[src/rtl/lpu_pkg.sv]
package lpu_pkg;

    typedef enum logic [3:0] {
        OP_SHUF      = 4'd0,
        OP_UNPK_HI   = 4'd1,
        OP_UNPK_LO   = 4'd2,
        OP_MERGE_HI  = 4'd3,
        OP_MERGE_LO  = 4'd4,
        OP_MOV_SCL   = 4'd5,
        OP_MOV_ALGN  = 4'd6,
        OP_MOV_UALGN = 4'd7,
        OP_SIGN_EXT  = 4'd8
    } lpu_op_e;

    localparam int unsigned LPU_OP_W = 4;

endpackage

[src/rtl/lpu_lane_route.sv]
module lpu_lane_route #(
    parameter int unsigned LANE_W = 64,
    localparam int unsigned VEC_W = 2 * LANE_W
) (
    input  logic [VEC_W-1:0]  a_i,
    input  logic [VEC_W-1:0]  b_i,
    input  logic [LANE_W-1:0] mem_i,
    input  logic [1:0]        sel_i,
    output logic [VEC_W-1:0]  shuf_o,
    output logic [VEC_W-1:0]  unpk_hi_o,
    output logic [VEC_W-1:0]  unpk_lo_o,
    output logic [VEC_W-1:0]  merge_hi_o,
    output logic [VEC_W-1:0]  merge_lo_o,
    output logic [VEC_W-1:0]  mov_scl_o
);
    logic [LANE_W-1:0] a_lo, a_hi, b_lo, b_hi;

    always_comb begin
        a_lo = a_i[LANE_W-1:0];
        a_hi = a_i[VEC_W-1:LANE_W];
        b_lo = b_i[LANE_W-1:0];
        b_hi = b_i[VEC_W-1:LANE_W];

        shuf_o     = {(sel_i[1] ? b_hi : b_lo), (sel_i[0] ? a_hi : a_lo)};
        unpk_hi_o  = {b_hi, a_hi};
        unpk_lo_o  = {b_lo, a_lo};
        merge_hi_o = {mem_i, a_lo};
        merge_lo_o = {a_hi, mem_i};
        mov_scl_o  = {a_hi, b_lo};
    end
endmodule

[src/rtl/lpu_sign_gather.sv]
module lpu_sign_gather #(
    parameter int unsigned LANE_W = 64,
    parameter int unsigned LANES  = 2,
    parameter int unsigned OUT_W  = 32,
    localparam int unsigned VEC_W = LANES * LANE_W
) (
    input  logic [VEC_W-1:0] vec_i,
    output logic [OUT_W-1:0] mask_o
);
    logic [LANES-1:0] signs;

    for (genvar g = 0; g < LANES; g++) begin : g_lane
        assign signs[g] = vec_i[(g+1)*LANE_W-1];
    end

    always_comb begin
        mask_o = '0;
        mask_o[LANES-1:0] = signs;
    end
endmodule

[src/rtl/lpu_align_check.sv]
module lpu_align_check #(
    parameter int unsigned ADDR_W      = 32,
    parameter int unsigned ALIGN_BYTES = 16
) (
    input  logic [ADDR_W-1:0] addr_i,
    output logic              misaligned_o
);
    localparam logic [ADDR_W-1:0] ALIGN_MASK = ADDR_W'(ALIGN_BYTES - 1);

    always_comb misaligned_o = (addr_i & ALIGN_MASK) != '0;
endmodule

[src/rtl/lane_permute_unit.sv]
module lane_permute_unit
    import lpu_pkg::*;
#(
    parameter int unsigned LANE_W      = 64,
    parameter int unsigned GPR_W       = 32,
    parameter int unsigned ADDR_W      = 32,
    parameter int unsigned ALIGN_BYTES = 16,
    localparam int unsigned VEC_W      = 2 * LANE_W
) (
    input  logic                clk,
    input  logic                rst_n,
    input  logic                valid_i,
    input  logic [LPU_OP_W-1:0] op_i,
    input  logic [1:0]          imm_i,
    input  logic [VEC_W-1:0]    src_a_i,
    input  logic [VEC_W-1:0]    src_b_i,
    input  logic [LANE_W-1:0]   mem_i,
    input  logic [ADDR_W-1:0]   addr_i,
    output logic [VEC_W-1:0]    vec_q,
    output logic [GPR_W-1:0]    gpr_q,
    output logic                fault_q
);
    typedef struct packed {
        logic [VEC_W-1:0] vec;
        logic [GPR_W-1:0] gpr;
        logic             fault;
    } lpu_state_t;

    lpu_state_t state_d, state_q;

    logic [VEC_W-1:0] shuf_w, unpk_hi_w, unpk_lo_w;
    logic [VEC_W-1:0] merge_hi_w, merge_lo_w, mov_scl_w;
    logic [GPR_W-1:0] sign_w;
    logic             misaligned_w;

    lpu_lane_route #(.LANE_W(LANE_W)) u_route (
        .a_i        (src_a_i),
        .b_i        (src_b_i),
        .mem_i      (mem_i),
        .sel_i      (imm_i),
        .shuf_o     (shuf_w),
        .unpk_hi_o  (unpk_hi_w),
        .unpk_lo_o  (unpk_lo_w),
        .merge_hi_o (merge_hi_w),
        .merge_lo_o (merge_lo_w),
        .mov_scl_o  (mov_scl_w)
    );

    lpu_sign_gather #(.LANE_W(LANE_W), .LANES(2), .OUT_W(GPR_W)) u_sign (
        .vec_i  (src_a_i),
        .mask_o (sign_w)
    );

    lpu_align_check #(.ADDR_W(ADDR_W), .ALIGN_BYTES(ALIGN_BYTES)) u_align (
        .addr_i       (addr_i),
        .misaligned_o (misaligned_w)
    );

    always_comb begin
        state_d = state_q;
        if (valid_i) begin
            case (op_i)
                OP_SHUF:      begin state_d.vec = shuf_w;     state_d.fault = 1'b0; end
                OP_UNPK_HI:   begin state_d.vec = unpk_hi_w;  state_d.fault = 1'b0; end
                OP_UNPK_LO:   begin state_d.vec = unpk_lo_w;  state_d.fault = 1'b0; end
                OP_MERGE_HI:  begin state_d.vec = merge_hi_w; state_d.fault = 1'b0; end
                OP_MERGE_LO:  begin state_d.vec = merge_lo_w; state_d.fault = 1'b0; end
                OP_MOV_SCL:   begin state_d.vec = mov_scl_w;  state_d.fault = 1'b0; end
                OP_MOV_UALGN: begin state_d.vec = src_b_i;    state_d.fault = 1'b0; end
                OP_MOV_ALGN: begin
                    if (misaligned_w) begin
                        state_d.fault = 1'b1;
                    end else begin
                        state_d.vec   = src_b_i;
                        state_d.fault = 1'b0;
                    end
                end
                OP_SIGN_EXT:  begin state_d.gpr = sign_w;     state_d.fault = 1'b0; end
                default: ;
            endcase
        end
    end

    always_ff @(posedge clk) begin
        if (!rst_n) begin
            state_q <= '0;
        end else begin
            state_q <= state_d;
        end
    end

    assign vec_q   = state_q.vec;
    assign gpr_q   = state_q.gpr;
    assign fault_q = state_q.fault;
endmodule

[config.mk]
export PLATFORM = sky130hd
export DESIGN_NAME = lane_permute_unit
export DESIGN_NICKNAME = d
export VERILOG_FILES = /design/src/rtl/lpu_pkg.sv /design/src/rtl/lpu_lane_route.sv /design/src/rtl/lpu_sign_gather.sv /design/src/rtl/lpu_align_check.sv /design/src/rtl/lane_permute_unit.sv
export SDC_FILE = /design/constraint.sdc
export NUM_CORES = 1
export LEC_CHECK = 0
export ABC_AREA = 1
export BUFFER_PORTS_ARGS = -buffer_cell sky130_fd_sc_hd__buf_2
export CORE_AREA = 2 2 201 203
export CTS_BUF_LIST = sky130_fd_sc_hd__clkbuf_8
export DETAILED_ROUTE_END_ITERATION = 7
export DIE_AREA = 0 0 203 205
export PLACE_DENSITY = 0.63
export SYNTH_ARGS = -nofsm -noshare
export SYNTH_HDL_FRONTEND = slang
export SYNTH_SLANG_ARGS = --single-unit
export TNS_END_PERCENT = 1
[constraint.sdc]
create_clock -name clk -period 1.6 [get_ports clk]
set_clock_uncertainty 0.1 [all_clocks]
set_input_delay 0.32 -clock clk [delete_from_list [all_inputs] [get_ports clk]]
set_output_delay 0.32 -clock clk [all_outputs]
set_load 0.05 [all_outputs]
==> run summary <==
Setup CP Type - flop to primary output
Post-Place Worst Slack - -337 ps
initial detailed-routing violation count - 1,285
CTS sink cnt - 131
root buffer cell - clkbuf_8
ys flop type - dfxtp_1
fill count - 4,438
Cells after DPL - 3,395
RSZ-0062 raised after global routing - false
initial antenna violation count - 16
critical path endpoint category - primary output
routed len/inst - 17.7 µm
Vias/cell - 5.05
post-synth top area cell - dfxtp_1
Post-Layout Cell Count - 3,439
Die Area - 0.0416 mm²
Clock Path Buffers - 2
initial core utilization - 0.321
GRT Resource Usage Total - 0.285
pin count of the biggest net entering global routing - 63
CTS buffer count - 17
area of the multi-input gates - 0.00812 mm²
Max-cap violations - 0
Setup WS post-layout - 43.0 ps
I/O Buffers - 463
number of global-route vias before repair - 15,700
Synth area leaders - dfxtp_1, nand2_1, nor2_1
Post-synth top cells - nand2_1, nor2_1, nand3_1
row cnt - 73
flip-flop and latch area - 0.00262 mm²
sequential area share after synthesis - 0.208
P&R area growth vs syn - 34.8%
hold slack - 37.3 ps
Max FO, Critical Path - 2
Ys Warns - 0
cell family with most CP delay - flip-flops
#FFs+latches synth - 131
synth unique cells - 17
count leader, synth - nand2_1
final total power - 11.4 mW
Max VDD drop - 586 µV
Setup Buffers After CTS - 0
DR DRC count - 0
CTS H-tree depth - 4
Req. time, crit path - 1180 ps
Via Count - 17,400
Post-Synthesis Cells - 2,483
routability cong. - 0.966
status - complete, no violations
setup TNS - 0 ps
IO Count - 522
Die Wd - 203 µm
period utilisation layout - 0.973
critical path startpoint category - flop
GRT Residual Overflow - 0
TritonCTS clock tree - built
Synth async-reset ratio - 0
Critical Path Max Stage Delay - 360 ps
first-pass GRT wire length - 91,400 µm
Max Fclk - 642 MHz
die height - 205 µm
number of enable flip-flop cells after synthesis - 0
syn avg cell area - 5.08 µm²
Critical Path AT - 1140 ps
Routed Antenna Nets - 0
worst path bufs/invs - 1
Synth top area share - 0.208
Lkg Pwr - 8.91 nW
final core occ - 0.432
Max Slew Vio Count - 0
Hold Crit Class - input port to flop
crit-path cells - buf_2
fraction of final layout cells sized beyond drive strength 1 - 0.217
dpl cell area - 0.0163 mm²
nets - 3,250
Design Area, Final - 0.0170 mm²
Slowest-stage cell, CP - dfxtp_1
clk_lat worst skew - 500 ps
iteration count of the initial detailed-routing pass - 5
Core Area - 0.0394 mm²
Mapped Area - 0.0126 mm²
fin crit period - 1560 ps
endpoints failing setup - 0
final WL - 60,700 µm
PwrDens - 670 mW/mm²
Clock transition at path regs - 100 ps
Detailed Place HPWL - 43,500 µm
final hold vios - 0
-- registers in the layout (all words and copies together) (netlist names) --
register,cells
gpr_q,2
vec_q,128
fault_q,1
-- repair_timing --
action | in CTS | in global routing
gates cloned | 0 | 0
gates resized for setup | 31 | 48
hold buffers | 0 | 0
endpoints found under the setup margin | 29 | 46
-- routing by layer --
layer	up-vias	routed length (µm)	global-route usage
met3	113	6290	0.0665
met2	957	27900	0.471
met5	-	98	0
met4	14	1730	0.0978
met1	7721	24700	0.362
li1	8550	-	-
-- area by class of cell --
cell class / instances / area share
well taps: 525 / 0.0386
clock buffers: 19 / 0.0154
inverters: 272 / 0.0603
diodes: 12 / 0.00176
multi-input cells: 1890 / 0.477
clock inverters: 13 / 0.0121
flip-flops and latches: 131 / 0.154
repair buffers: 577 / 0.240
-- path summary, 6_finish.rpt --
check | startpoint | depth (start not counted) | endpoint | slack [ps]
max | vec_q[79]$_SDFFE_PN0P_ | 1 | vec_q[79] | 40
max reg2reg | vec_q[46]$_SDFFE_PN0P_ | 2 | vec_q[46]$_SDFFE_PN0P_ | 800
min | src_a_i[63] | 3 | gpr_q[0]$_SDFFE_PN0P_ | 40
min reg2reg | gpr_q[1]$_SDFFE_PN0P_ | 2 | gpr_q[1]$_SDFFE_PN0P_ | 360
-- power breakdown --
part	leakage [nW]	internal (mW)	total [mW]	switching, mW
registers	1.07	3.43	3.54	0.108
clock network	0.232	1.94	3.58	1.65
logic	7.61	1.44	4.28	2.84
-- cell families after synthesis --
kind of cell           Yosys count  share of synthesized area
and+or+nand+nor               1446                      0.465
buffers and inverters          491                      0.163
AOI/OAI and AO/OA              414                      0.164
DFF                            131                      0.208
other                            1                   0.000297
-- worst reg2reg max path, delay by kind of cell, from the launching register on --
family	cells	cell delay (ps)
flip-flops	1	430
AO/OA/AOI/OAI	1	130
AND/OR/NAND/NOR	1	80
-- cell usage in the layout, fill, tap and decap left out, types with 19 or more instances in the layout --
cell,n
buf_4,86
nand3_1,326
inv_1,267
nor2_1,459
o21ai_0,131
clkbuf_4,42
clkbuf_8,19
a21oi_1,283
nand2_1,645
buf_2,388
buf_12,57
dfxtp_1,131
conb_1,30
No activity file was read; power rests on OpenSTA's default activity.
